[config.mk]
export PLATFORM = sky130hd
export DESIGN_NAME = ivt_timer
export DESIGN_NICKNAME = d
export VERILOG_FILES = /design/src/rtl/ivt_pkg.sv /design/src/rtl/ivt_channel.sv /design/src/rtl/ivt_timer.sv
export SDC_FILE = /design/constraint.sdc
export NUM_CORES = 1
export LEC_CHECK = 0
export CORE_MARGIN = 1
export CORE_UTILIZATION = 60
export DETAILED_ROUTE_END_ITERATION = 10
export HOLD_SLACK_MARGIN = 0.06
export PLACE_DENSITY = 0.8
export SYNTH_ARGS = -nofsm -noshare
export SYNTH_HDL_FRONTEND = slang
export SYNTH_SLANG_ARGS = --single-unit
[constraint.sdc]
create_clock -name clk -period 3.6 [get_ports clk]
set_clock_uncertainty 0.1 [all_clocks]
set_input_delay 0.72 -clock clk [delete_from_list [all_inputs] [get_ports clk]]
set_output_delay 0.72 -clock clk [all_outputs]
set_load 0.005 [all_outputs]
[src/rtl/ivt_pkg.sv]
package ivt_pkg;
   localparam int BYTE_W      = 8;
   localparam int NUM_CH      = 3;
   localparam int PORT_STRIDE = 4;
   localparam int CTL_OFS     = NUM_CH * PORT_STRIDE;
   localparam int CLR_OFS     = (NUM_CH + 1) * PORT_STRIDE;

   typedef enum logic [1:0] {
      FMT_NONE = 2'b00,
      FMT_LO   = 2'b01,
      FMT_HI   = 2'b10,
      FMT_ALT  = 2'b11
   } acc_fmt_e;
endpackage

[src/rtl/ivt_channel.sv]
module ivt_channel
   import ivt_pkg::*;
#(
   parameter int CNT_W = 16,
   parameter bit GATED = 1'b0
) (
   input  logic              clk,
   input  logic              rst_n,
   input  logic              tick,
   input  logic              ctl_wr,
   input  logic              data_wr,
   input  logic              data_rd,
   input  logic [BYTE_W-1:0] wr_byte,
   output logic [BYTE_W-1:0] rd_byte,
   output logic [BYTE_W-1:0] mode_o,
   output logic              term_o
);
   localparam int HI_LSB = CNT_W - BYTE_W;

   initial begin
      assert (CNT_W == 2 * BYTE_W)
         else $error("ivt_channel: CNT_W must hold exactly two bytes");
   end

   logic [BYTE_W-1:0] mode_q;
   logic [CNT_W-1:0]  div_q, div_nx, cur;
   logic              armed_q, tog_q, arm_now;
   acc_fmt_e          fmt;

   assign fmt    = acc_fmt_e'(mode_q[5:4]);
   assign mode_o = mode_q;

   // next divider and arming decision for a data write
   always_comb begin
      div_nx  = div_q;
      arm_now = 1'b0;
      if (data_wr) begin
         unique case (fmt)
            FMT_LO: begin
               div_nx[BYTE_W-1:0] = wr_byte;
               arm_now = 1'b1;
            end
            FMT_HI: begin
               div_nx[CNT_W-1:HI_LSB] = wr_byte;
               arm_now = 1'b1;
            end
            FMT_ALT: begin
               if (tog_q) begin
                  div_nx[CNT_W-1:HI_LSB] = wr_byte;
                  arm_now = 1'b1;
               end else begin
                  div_nx[BYTE_W-1:0] = wr_byte;
               end
            end
            default: ;
         endcase
      end
   end

   always_ff @(posedge clk) begin
      if (!rst_n) begin
         mode_q  <= '0;
         div_q   <= '0;
         armed_q <= 1'b0;
         tog_q   <= 1'b0;
      end else if (ctl_wr) begin
         mode_q  <= wr_byte;
         armed_q <= 1'b0;
         tog_q   <= 1'b0;
      end else begin
         if (data_wr) begin
            div_q <= div_nx;
            if (arm_now) armed_q <= 1'b1;
         end
         if ((data_wr || data_rd) && fmt == FMT_ALT) tog_q <= ~tog_q;
      end
   end

   generate
      if (GATED) begin : g_live
         logic [CNT_W-1:0] cnt_q;
         logic             hit;

         assign hit = tick & armed_q & ~ctl_wr & ~arm_now & (cnt_q == CNT_W'(1));

         always_ff @(posedge clk) begin
            if (!rst_n) begin
               cnt_q <= '0;
            end else if (ctl_wr) begin
               cnt_q <= cnt_q;
            end else if (arm_now) begin
               cnt_q <= div_nx;
            end else if (tick && armed_q) begin
               cnt_q <= (cnt_q == CNT_W'(1)) ? div_q : cnt_q - CNT_W'(1);
            end
         end

         assign cur    = armed_q ? cnt_q : div_q;
         assign term_o = hit;

         // terminal tick reloads the divider
         a_r8_reload : assert property (@(posedge clk) disable iff (!rst_n)
            hit |=> cnt_q == $past(div_q));
         // arming write takes priority over a tick
         a_r8_arm_load : assert property (@(posedge clk) disable iff (!rst_n)
            (arm_now && !ctl_wr) |=> (armed_q && cnt_q == $past(div_nx)));
         // a disarmed channel holds its count
         a_r8_hold : assert property (@(posedge clk) disable iff (!rst_n)
            (!armed_q && !arm_now) |=> $stable(cnt_q));
      end else begin : g_static
         logic unused_tick;
         assign unused_tick = tick;
         assign cur    = div_q;
         assign term_o = 1'b0;
      end
   endgenerate

   always_comb begin
      unique case (fmt)
         FMT_LO:  rd_byte = cur[BYTE_W-1:0];
         FMT_HI:  rd_byte = cur[CNT_W-1:HI_LSB];
         FMT_ALT: rd_byte = tog_q ? cur[CNT_W-1:HI_LSB] : cur[BYTE_W-1:0];
         default: rd_byte = '0;
      endcase
   end

   // a control write disarms and clears the toggle
   a_r2_ctl_disarms : assert property (@(posedge clk) disable iff (!rst_n)
      ctl_wr |=> (!armed_q && !tog_q && mode_q == $past(wr_byte)));
   // the first half of an alternating load does not arm
   a_r4_low_no_arm : assert property (@(posedge clk) disable iff (!rst_n)
      (data_wr && !ctl_wr && fmt == FMT_ALT && !tog_q && !armed_q) |=> !armed_q);
   // format none ignores data writes
   a_r5_none_ignored : assert property (@(posedge clk) disable iff (!rst_n)
      (data_wr && !ctl_wr && fmt == FMT_NONE) |=> ($stable(div_q) && $stable(armed_q)));
endmodule

[src/rtl/ivt_timer.sv]
module ivt_timer
   import ivt_pkg::*;
#(
   parameter int          ADDR_W    = 5,
   parameter int          CNT_W     = 16,
   parameter logic [2:0]  GATE_MASK = 3'b010,
   parameter int          IRQ_CH    = 1
) (
   input  logic              clk,
   input  logic              rst_n,
   input  logic              tick_en,
   input  logic              inhibit_timers,
   input  logic [ADDR_W-1:0] bus_addr,
   input  logic              bus_wr,
   input  logic              bus_rd,
   input  logic [7:0]        bus_wdata,
   output logic [7:0]        bus_rdata,
   output logic              clk_irq_set,
   output logic              clk_irq_clr
);
   localparam int SEL_W = 2;

   initial begin
      assert ((1 << ADDR_W) > CLR_OFS)
         else $error("ivt_timer: ADDR_W too narrow for the port map");
      assert (IRQ_CH >= 0 && IRQ_CH < NUM_CH)
         else $error("ivt_timer: IRQ_CH out of range");
      assert (GATE_MASK[IRQ_CH])
         else $error("ivt_timer: interrupt channel must be gated");
   end

   logic [NUM_CH-1:0] is_data, ch_term;
   logic              is_ctl, is_clr;
   logic [SEL_W-1:0]  ctl_sel, last_sel;
   logic [BYTE_W-1:0] ch_rd   [NUM_CH];
   logic [BYTE_W-1:0] ch_mode [NUM_CH];

   assign is_ctl  = (bus_addr == ADDR_W'(CTL_OFS));
   assign is_clr  = (bus_addr == ADDR_W'(CLR_OFS));
   assign ctl_sel = bus_wdata[7:6];

   generate
      for (genvar i = 0; i < NUM_CH; i++) begin : g_ch
         assign is_data[i] = (bus_addr == ADDR_W'(i * PORT_STRIDE));

         ivt_channel #(
            .CNT_W (CNT_W),
            .GATED (GATE_MASK[i])
         ) u_ch (
            .clk     (clk),
            .rst_n   (rst_n),
            .tick    (tick_en),
            .ctl_wr  (bus_wr & is_ctl & (ctl_sel == SEL_W'(i))),
            .data_wr (bus_wr & is_data[i]),
            .data_rd (bus_rd & is_data[i]),
            .wr_byte (bus_wdata),
            .rd_byte (ch_rd[i]),
            .mode_o  (ch_mode[i]),
            .term_o  (ch_term[i])
         );
      end
   endgenerate

   always_ff @(posedge clk) begin
      if (!rst_n) begin
         last_sel    <= '0;
         clk_irq_set <= 1'b0;
         clk_irq_clr <= 1'b0;
      end else begin
         if (bus_wr && is_ctl && ctl_sel < SEL_W'(NUM_CH)) last_sel <= ctl_sel;
         clk_irq_set <= ch_term[IRQ_CH] & ~inhibit_timers;
         clk_irq_clr <= bus_rd & is_clr;
      end
   end

   always_comb begin
      bus_rdata = '0;
      if (bus_rd) begin
         for (int i = 0; i < NUM_CH; i++) begin
            if (is_data[i]) bus_rdata = ch_rd[i];
         end
         if (is_ctl) bus_rdata = ch_mode[last_sel];
      end
   end

   logic unused_terms;
   assign unused_terms = ^ch_term;

   // invalid channel number leaves every mode and the readback pointer alone
   a_r1_bad_sel : assert property (@(posedge clk) disable iff (!rst_n)
      (bus_wr && is_ctl && ctl_sel == 2'b11) |=>
         ($stable(ch_mode[0]) && $stable(ch_mode[1]) && $stable(ch_mode[2]) && $stable(last_sel)));
   // a set pulse only follows a terminal tick with inhibit low
   a_r9_set_cause : assert property (@(posedge clk) disable iff (!rst_n)
      clk_irq_set |-> $past(ch_term[IRQ_CH] && !inhibit_timers));
   // inhibit blocks the pulse
   a_r9_inhibit : assert property (@(posedge clk) disable iff (!rst_n)
      inhibit_timers |=> !clk_irq_set);
   // clear pulse only follows a clear-latch read
   a_r10_clr_cause : assert property (@(posedge clk) disable iff (!rst_n)
      clk_irq_clr |-> $past(bus_rd && is_clr));
   // clear-latch read returns zero
   a_r10_clr_zero : assert property (@(posedge clk) disable iff (!rst_n)
      (bus_rd && is_clr) |-> bus_rdata == 8'h00);
endmodule

Word-level counts from Yosys, hierarchy flattened
Cells that the tools add are included.
{ "totals": {"regBits": 96, "elab_cells": 126, "in_bits": 19, "out_inout_bits": 10} }
{ "op_classes": {"n_mux": 34, "n_bitwise": 26, "n_eq_ne": 20, "n_reduce_logical": 27, "addsub": 1, "magnitude_cmp": 2} }
{ "op_table": {"columns": ["operator", "count"], "rows": [
  ["two-way mux 8 bit", 16],
  ["one-hot mux 8 bit (2 select lines)", 6],
  ["two-way mux 16 bit", 5],
  ["one-hot mux 8 bit (3 select lines)", 3],
  ["bitwise AND 1 bit", 16],
  ["binary-select mux 8 bit (select 2 bit)", 1],
  ["equality test 16 x 1 -> 1 bit, second input constant", 1],
  ["AND reduction 4 bit", 4],
  ["subtractor 16 x 1 -> 16 bit, second input constant", 1],
  ["equality test 2 bit, second input constant", 7],
  ["equality test 5 x 4 -> 1 bit, second input constant", 2],
  ["nonzero test 2 bit", 5],
  ["inverter 1 bit", 9],
  ["equality test 2 x 1 -> 1 bit, second input constant", 4],
  ["OR reduction 2 bit", 4],
  ["logical AND 1 bit", 6],
  ["AND reduction 2 bit", 3],
  ["equality test 5 x 3 -> 1 bit, second input constant", 1],
  ["equality test 5 bit, second input constant", 1],
  ["zero test 5 bit", 1],
  ["!= test 2 x 1 -> 1 bit, second input constant", 2],
  ["!= test 2 bit, second input constant", 2],
  [">= comparator 3 bit, second input constant", 1],
  ["logical OR 1 bit", 3],
  ["other kinds (5)", 6]
]} }

Depth between registers and ports, before layout
Gate-level depths: netlist (run 1).
{ "logic_depth": {"word_depth": 8, "depth_mapped": 10, "depth_no_buf": 8} }

Modules after synthesis
Synthesis (run 1) repeated with hierarchy kept, for this count alone.
{ "unflattened": {"hier_cells": 622, "area_unflattened_um2": 5610.4} }
{ "modules_own_cells": {"columns": ["mod", "cells_each", "n_inst", "seq_area_each_um2", "area_each_um2"], "rows": [
  ["ivt_channel (g_ch[1].u_ch)", 315, 1, 840.8, 2737.6],
  ["ivt_channel (g_ch[0].u_ch ...)", 105, 2, 500.5, 1081.0],
  ["ivt_timer", 97, 1, 80.1, 710.7]
]} }

Least setup slack after synthesis (run 1)
No wires, ideal clock.
{ "synth_timing": {"path_kind": "input to output", "startpoint": "input bus_addr[4]", "endpoint": "output bus_rdata[0]", "path_buffers": 2, "arrival_ps": 2084, "cell_stages": 6, "t_required_ps": 2780, "path_slack_ps": 696, "path_cell_list": "or3b_1 clkbuf_1 nor2_1 clkbuf_1 o221ai_1 o311a_1"} }
{ "synth_between": {"elab_chain_cells": 6, "elab_cells_between_ends": 9, "classes_between": "eq/ne (3); mux (5); reduce/logical (1)"} }
{ "synth_lines": {"columns": ["element", "line", "rtl"], "rows": [
  ["start: declaration", "ivt_timer.sv:13", "input logic [ADDR_W-1:0] bus_addr,"],
  ["zero test 5 bit", "ivt_timer.sv:44", "assign is_data[i] = (bus_addr == ADDR_W'(i * PORT_STRIDE));"],
  ["two-way mux 8 bit (3 in series)", "ivt_timer.sv:80", "if (is_data[i]) bus_rdata = ch_rd[i];"],
  ["two-way mux 8 bit *", "ivt_timer.sv:82", "if (is_ctl) bus_rdata = ch_mode[last_sel];"],
  ["two-way mux 8 bit *", "ivt_timer.sv:78", "if (bus_rd) begin"],
  ["end: declaration", "ivt_timer.sv:17", "output logic [7:0] bus_rdata,"]
]} }
Every way passes the cells marked *; elsewhere a longest branch is shown, timed or not.

Worst setup path after layout (run 1)
{ "layout_timing": {"startpoint": "input bus_addr[0]", "endpoint": "output bus_rdata[6]"} }
Same word-level chain as after synthesis.

==> impl_metrics.xml, run 1 <==
<?xml version="1.0" encoding="UTF-8"?>
<metrics>
  <group name="min_path">
    <metric name="holdCritStartpoint" unit="">g_ch[1].u_ch.mode_o[7]</metric>
    <metric name="holdCritPathClass" unit="">flip-flop to flip-flop</metric>
  </group>
  <group name="cts">
    <metric name="number_of_buffers_added_by_the_clock_tree_synthesis_step" unit="">9</metric>
    <metric name="max-clock-path-buffers" unit="">2</metric>
    <metric name="root_buffer" unit="">clkbuf_8</metric>
    <metric name="clk_pin_slew_worst_paths" unit="ns">0.09</metric>
    <metric name="insertion_delay" unit="ns">0.36</metric>
    <metric name="clock_sink_count" unit="">96</metric>
    <metric name="htree_num_levels" unit="">3</metric>
    <metric name="cts_hold_buffers" unit="">0</metric>
    <metric name="cts_tree" unit="">done</metric>
  </group>
  <group name="timing">
    <metric name="worst_slack" unit="ns">0.0383</metric>
    <metric name="fmax" unit="MHz">281</metric>
    <metric name="fin_hold_ws" unit="ns">0.349</metric>
    <metric name="pin_slew_with_the_least_headroom_to_its_limit" unit="ns">0.763</metric>
    <metric name="drv_slew" unit="">0</metric>
    <metric name="slew_headroom" unit="">0.490</metric>
    <metric name="timing.final.hold_violations" unit="">0</metric>
    <metric name="min_period" unit="ns">3.56</metric>
    <metric name="final.period_utilization" unit="">0.989</metric>
    <metric name="rsz0062_at_grt" unit="">yes</metric>
    <metric name="setup_viol" unit="">0</metric>
  </group>
  <group name="global_route">
    <metric name="grtUsageTotal" unit="">0.341</metric>
    <metric name="grt_max_degree" unit="">37</metric>
    <metric name="grt_overflow_total" unit="">0</metric>
    <metric name="grt_antenna_before_repair" unit="">0</metric>
    <metric name="first_pass_grt_wire_length" unit="mm">23.1</metric>
    <metric name="grt_pass1_vias" unit="">4575</metric>
  </group>
  <group name="logic_synthesis">
    <metric name="ys_dominant_reg_cell" unit="">dfxtp_1</metric>
    <metric name="synth-edff-count" unit="">0</metric>
    <metric name="syn-instance-count" unit="">602</metric>
    <metric name="yosysWarningCount" unit="">0</metric>
    <metric name="post_synth_main_area_contributors" unit="">dfxtp_1 (38%), mux2i_1 (13%), nor2_1 (6.4%)</metric>
    <metric name="post-synth-top-area-cell" unit="">dfxtp_1</metric>
    <metric name="netlist.area_leader.share" unit="">0.376</metric>
    <metric name="syn_area_per_cell" unit="µm²">8.50</metric>
    <metric name="postSynthRegisterBits" unit="">96</metric>
    <metric name="mappedNetlistArea" unit="µm²">5120</metric>
    <metric name="synthDistinctLibCells" unit="">60</metric>
    <metric name="syn_nets" unit="">627</metric>
    <metric name="async_reset_ff_frac" unit="">0</metric>
    <metric name="ys_seq_area_frac" unit="">0.376</metric>
  </group>
  <group name="layout">
    <metric name="n_fill_cell" unit="">641</metric>
    <metric name="finish.net_count" unit="">648</metric>
    <metric name="layout_commonest_cell" unit="">dfxtp_1</metric>
    <metric name="most-common-layout-cells" unit="">dfxtp_1 (96), nor2_1 (86), mux2i_1 (69)</metric>
    <metric name="area.growth.synth_to_final" unit="%">14.2</metric>
    <metric name="antennaDiodeCount" unit="">0</metric>
    <metric name="fin_area" unit="µm²">5840</metric>
    <metric name="final_util" unit="">0.711</metric>
    <metric name="final_layout_size_suffix_gt1_frac" unit="">0.119</metric>
  </group>
  <group name="drt">
    <metric name="route.layer.met1.wl" unit="mm">6.27</metric>
    <metric name="routed_wl" unit="mm">14.7</metric>
    <metric name="antenna_nets_post_route" unit="">0</metric>
    <metric name="vias_per_cell" unit="">6.57</metric>
    <metric name="detail_route.wl_per_cell" unit="µm">20.1</metric>
    <metric name="drt-initial-drc-count" unit="">485</metric>
    <metric name="wl_met2" unit="mm">6.70</metric>
    <metric name="via_count" unit="">4818</metric>
    <metric name="drt_pass1_iterations" unit="">6</metric>
    <metric name="met3WireLength" unit="mm">1.26</metric>
    <metric name="highest-signal-layer" unit="">met4</metric>
    <metric name="drcViolationCount" unit="">0</metric>
  </group>
  <group name="placed_design">
    <metric name="gp_routability_congestion" unit="">0.915</metric>
    <metric name="detailedPlacementHpwl" unit="mm">10.2</metric>
    <metric name="io_buffer_count" unit="">28</metric>
    <metric name="post_dp_cell_area" unit="µm²">5540</metric>
    <metric name="place_worst_setup_slack" unit="ns">-0.0422</metric>
  </group>
  <group name="floorplan">
    <metric name="die_height" unit="µm">94.3</metric>
    <metric name="fp.dieArea" unit="µm²">8900</metric>
    <metric name="row_count" unit="">33</metric>
    <metric name="die_width" unit="µm">94.3</metric>
    <metric name="number_of_top_level_pins" unit="">29</metric>
    <metric name="floorplan.initialDensity" unit="">0.623</metric>
    <metric name="core" unit="µm²">8220</metric>
  </group>
  <group name="critical_path">
    <metric name="reg_to_reg_slack_setup" unit="ns">0.47</metric>
    <metric name="path_class" unit="">input pin to primary output</metric>
    <metric name="timing.critical_path.arrival" unit="ns">2.74</metric>
    <metric name="critical_path.startpoint_type" unit="">input pin</metric>
    <metric name="critical_path_capture_point_type" unit="">primary output</metric>
    <metric name="regToRegStartpoint" unit="">g_ch[1].u_ch.g_live.cnt_q[7]</metric>
    <metric name="worst_setup_path_startpoint" unit="">bus_addr[0]</metric>
    <metric name="critical_path_peak_fanout" unit="">5</metric>
    <metric name="cp_data_required_time" unit="ns">2.78</metric>
  </group>
  <group name="power">
    <metric name="total_power" unit="W">0.00189</metric>
    <metric name="power_leakage" unit="nW">2.17</metric>
    <metric name="max-vdd-ir-drop" unit="µV">186</metric>
    <metric name="power.density_cell_area" unit="nW/µm²">324</metric>
  </group>
  <group name="status">
    <metric name="status" unit="">finished clean</metric>
  </group>
  <group name="job">
    <metric name="cap_viol_max_count" unit="">0</metric>
  </group>
</metrics>
## cell usage after synthesis, drive strengths merged (3+ instances only)
cell and instances:
dfxtp 96, nor2 87, mux2i 69, nand2 47, clkbuf 42, a21oi 34, a22oi 25, o21ai 24
a22o 16, nand3 12, xnor2 11, nor3 10, inv 9, and3 8, buf 8, o221ai 8
o22ai 8, o311a 8, nor4 7, ha 6, o221a 5, or4 5, nand2b 4, nand4 4
nor3b 4, or3 4, a211oi 3, a221o 3, or2 3, xor2 3
## final cells by class
cell class | instances | area (µm²) | share of cell area
clock buffer | 10 | 138 | 0.0236
sequential | 96 | 1920 | 0.329
multi-input combinational | 446 | 3020 | 0.516
timing repair buffer | 60 | 528 | 0.0904
clock inverter | 6 | 67.6 | 0.0116
inverter | 10 | 37.5 | 0.00643
tap | 105 | 131 | 0.0225
## logic make-up after synthesis
family / after synthesis / synth area share
muxes: 69 / 0.135
DFF: 96 / 0.376
buffers and inverters: 60 / 0.0489
xor gates and xnor gates: 14 / 0.0240
adders and majority gates: 6 / 0.0147
AOI/OAI and AO/OA: 152 / 0.212
and+or+nand+nor: 205 / 0.190
## state kept, by name (all words and copies together) (netlist names)
register,count
g_ch.u_ch.div_q,16
g_ch.u_ch.g_live.cnt_q,16
g_ch.u_ch.armed_q,1
clk_irq_clr,1
g_ch.u_ch.cur,32
last_sel,2
clk_irq_set,1
g_ch.u_ch.mode_o,24
g_ch.u_ch.tog_q,3
## metrics by stage
step	std cells	setup TNS, ns
floorplan	602	0
global placement	712	0
detailed placement	712	-0.245
CTS	731	0
global route	733	-0.0391
finish	733	0
## final timing paths
kind	end	depth (start not counted)
max reg2reg	g_ch[1].u_ch.g_live.cnt_q[13]	6
min	g_ch[1].u_ch.mode_o[7]	2
max	bus_rdata[6]	7
min reg2reg	g_ch[1].u_ch.mode_o[7]	2
## worst max-delay path, cell delays in order
cell and delay [ns]:
clkdlybuf4s50_1 0.45, or3_4 0.42, nor3_4 0.16, buf_4 0.18
a22o_1 0.14, o311a_1 0.17, clkdlybuf4s50_1 0.50
## report_power, final
| part | switching [W] | internal (W) | total [W] |
|---|---|---|---|
| Combinational | 0.0000640 | 0.0000381 | 0.000102 |
| Sequential | 0.000000863 | 0.00106 | 0.00106 |
| Clock | 0.000385 | 0.000343 | 0.000727 |
## metal layers
| layer | track usage | up-vias |
|---|---|---|
| met5 | 0 | - |
| met4 | 0.155 | 0 |
| met3 | 0.0580 | 49 |
| met2 | 0.540 | 241 |
| met1 | 0.454 | 2297 |
| li1 | - | 2231 |
## timing repair
item / CTS / global route
setup endpoints to repair: 8 / 8
pin swaps: 0 / 2
buffers inserted: 2 / 1
gates resized for setup: 7 / 13
cloned: 1 / 1
No activity file was read; power rests on OpenSTA's default activity.
==> inputs of run 2 (changes only) <==
Settings changed: CTS_BUF_LIST set to sky130_fd_sc_hd__clkbuf_4 sky130_fd_sc_hd__clkbuf_8.
Clock period 3.6 ns to 3.8 ns, I/O delays scaled along.
==> impl_metrics.xml, run 2 (synthesis results as in run 1) <==
<?xml version="1.0" encoding="UTF-8"?>
<metrics>
  <group name="status">
    <metric name="status" unit="">finished clean</metric>
  </group>
  <group name="global_route">
    <metric name="grt_overflow_total" unit="">0</metric>
    <metric name="grt_max_degree" unit="">45</metric>
    <metric name="first_pass_grt_wire_length" unit="mm">22.8</metric>
    <metric name="grt_pass1_vias" unit="">4477</metric>
    <metric name="grt_antenna_before_repair" unit="">0</metric>
    <metric name="grtUsageTotal" unit="">0.338</metric>
  </group>
  <group name="critical_path">
    <metric name="critical_path_capture_point_type" unit="">primary output</metric>
    <metric name="path_class" unit="">flip-flop to primary output</metric>
    <metric name="cp_data_required_time" unit="ns">2.94</metric>
    <metric name="critical_path_peak_fanout" unit="">9</metric>
    <metric name="timing.critical_path.arrival" unit="ns">2.79</metric>
    <metric name="critical_path.startpoint_type" unit="">flip-flop</metric>
  </group>
  <group name="timing">
    <metric name="timing.final.hold_violations" unit="">0</metric>
    <metric name="setup_tns_final" unit="ns">0</metric>
    <metric name="pin_slew_with_the_least_headroom_to_its_limit" unit="ns">0.803</metric>
    <metric name="fmax" unit="MHz">274</metric>
    <metric name="min_period" unit="ns">3.65</metric>
    <metric name="drv_slew" unit="">0</metric>
    <metric name="fin_hold_ws" unit="ns">0.365</metric>
    <metric name="final.period_utilization" unit="">0.960</metric>
    <metric name="setup_viol" unit="">0</metric>
    <metric name="rsz0062_at_grt" unit="">no</metric>
    <metric name="slew_headroom" unit="">0.465</metric>
  </group>
  <group name="power">
    <metric name="total_switching_power" unit="W">0.000416</metric>
    <metric name="max-vdd-ir-drop" unit="µV">273</metric>
    <metric name="power.share.clock" unit="">0.419</metric>
    <metric name="pwr-share-comb" unit="">0.048</metric>
    <metric name="power_leakage" unit="nW">2.15</metric>
    <metric name="switching_power_share_of_the_total" unit="">0.220</metric>
    <metric name="pwr-share-seq" unit="">0.534</metric>
    <metric name="internal-power" unit="W">0.00147</metric>
    <metric name="power.density_cell_area" unit="nW/µm²">327</metric>
  </group>
  <group name="floorplan">
    <metric name="die_width" unit="µm">94.3</metric>
    <metric name="fp.dieArea" unit="µm²">8900</metric>
    <metric name="die_height" unit="µm">94.3</metric>
    <metric name="row_count" unit="">33</metric>
    <metric name="core" unit="µm²">8220</metric>
    <metric name="floorplan.initialDensity" unit="">0.623</metric>
    <metric name="number_of_top_level_pins" unit="">29</metric>
  </group>
  <group name="cts">
    <metric name="clock_sink_count" unit="">96</metric>
    <metric name="clk_pin_slew_worst_paths" unit="ns">0.10</metric>
    <metric name="insertion_delay" unit="ns">0.36</metric>
    <metric name="cts_tree" unit="">done</metric>
    <metric name="root_buffer" unit="">clkbuf_8</metric>
    <metric name="cts_hold_buffers" unit="">0</metric>
    <metric name="max-clock-path-buffers" unit="">2</metric>
    <metric name="number_of_buffers_added_by_the_clock_tree_synthesis_step" unit="">9</metric>
    <metric name="htree_num_levels" unit="">3</metric>
  </group>
  <group name="drt">
    <metric name="detail_route.wl_per_cell" unit="µm">20.3</metric>
    <metric name="routed_wl" unit="mm">14.7</metric>
    <metric name="via_count" unit="">4798</metric>
    <metric name="vias_per_cell" unit="">6.62</metric>
    <metric name="drcViolationCount" unit="">0</metric>
    <metric name="drt-initial-drc-count" unit="">437</metric>
    <metric name="antenna_nets_post_route" unit="">0</metric>
    <metric name="drt_pass1_iterations" unit="">7</metric>
  </group>
  <group name="layout">
    <metric name="largest_register_ff_count" unit="">32</metric>
    <metric name="finish.net_count" unit="">642</metric>
    <metric name="antennaDiodeCount" unit="">0</metric>
    <metric name="most-common-layout-cells" unit="">dfxtp_1 (96), nor2_1 (86), mux2i_1 (69)</metric>
    <metric name="final_layout_size_suffix_gt1_frac" unit="">0.100</metric>
    <metric name="layout_commonest_cell" unit="">dfxtp_1</metric>
    <metric name="area.growth.synth_to_final" unit="%">12.9</metric>
  </group>
  <group name="min_path">
    <metric name="holdCritPathClass" unit="">flip-flop to flip-flop</metric>
  </group>
  <group name="placed_design">
    <metric name="io_buffer_count" unit="">28</metric>
    <metric name="gp_routability_congestion" unit="">0.889</metric>
    <metric name="detailedPlacementHpwl" unit="mm">10.2</metric>
  </group>
  <group name="job">
    <metric name="cap_viol_max_count" unit="">0</metric>
  </group>
</metrics>
==> run 2: cell type report <==
cell class | instances | area (µm²)
Fill cell | 638 | 2440
Timing Repair Buffer | 54 | 480
Multi-Input combinational cell | 446 | 2970
Inverter | 10 | 37.5
Tap cell | 105 | 131
Sequential cell | 96 | 1920
Clock inverter | 5 | 106
Clock buffer | 9 | 124
==> run 2: path summary, 6_finish.rpt <==
kind | endpoint | cells past startpoint | startpoint | slack [ns]
max | bus_rdata[6] | 7 | g_ch[1].u_ch.mode_o[4] | 0.15
min | g_ch[2].u_ch.mode_o[1] | 2 | g_ch[2].u_ch.mode_o[1] | 0.36
max reg2reg | g_ch[1].u_ch.g_live.cnt_q[13] | 6 | g_ch[1].u_ch.g_live.cnt_q[7] | 0.65
min reg2reg | g_ch[2].u_ch.mode_o[1] | 2 | g_ch[2].u_ch.mode_o[1] | 0.36
==> run 2: per-stage QoR <==
stage	area [µm²]	util	cells	setup WS (ns)	power, W
final	5770	0.703	725	0.153	0.00189
after global routing	5770	0.703	725	0.0256	0.00194
after CTS	5730	0.697	723	0.00631	0.00188
after detailed placement	5500	0.669	709	0.0144	0.00112
after global placement	5500	0.669	709	0.127	0.00111
after floorplan	5120	-	602	0.816	0.00107
==> run 2: per-layer routing <==
metal / wire [µm] / share of wire / vias to the layer above / global-route usage
met3: 1230 / 0.083 / 41 / 0.0572
met2: 6840 / 0.46 / 219 / 0.543
met5: 0 / 0 / - / 0
met4: 463 / 0.031 / 0 / 0.140
met1: 6220 / 0.42 / 2313 / 0.448
li1: - / - / 2225 / -
==> run 2: repair_timing <==
item                                   CTS  global route
setup endpoints to repair                0             8
resized for setup                        0             9
endpoints found under the hold margin    0             0
setup buffers                            0             1
==> run 2: worst max-delay path: stages (launching register included) <==
cell and delay (ns):
dfxtp_1 0.38, ha_1 0.30, nor2b_1 0.19, nor2_2 0.31
o22ai_1 0.24, a22o_1 0.24, o311a_1 0.32, clkdlybuf4s50_1 0.44
==> run 2: power by group through the flow <==
stage               logic [W]  clock network [W]  registers, W
CTS                 0.0000853           0.000793       0.00101
global route        0.0000936           0.000836       0.00101
detailed placement  0.0000851                  0       0.00103
global placement    0.0000840                  0       0.00103
finish              0.0000896           0.000789       0.00101
floorplan           0.0000395                  0       0.00103
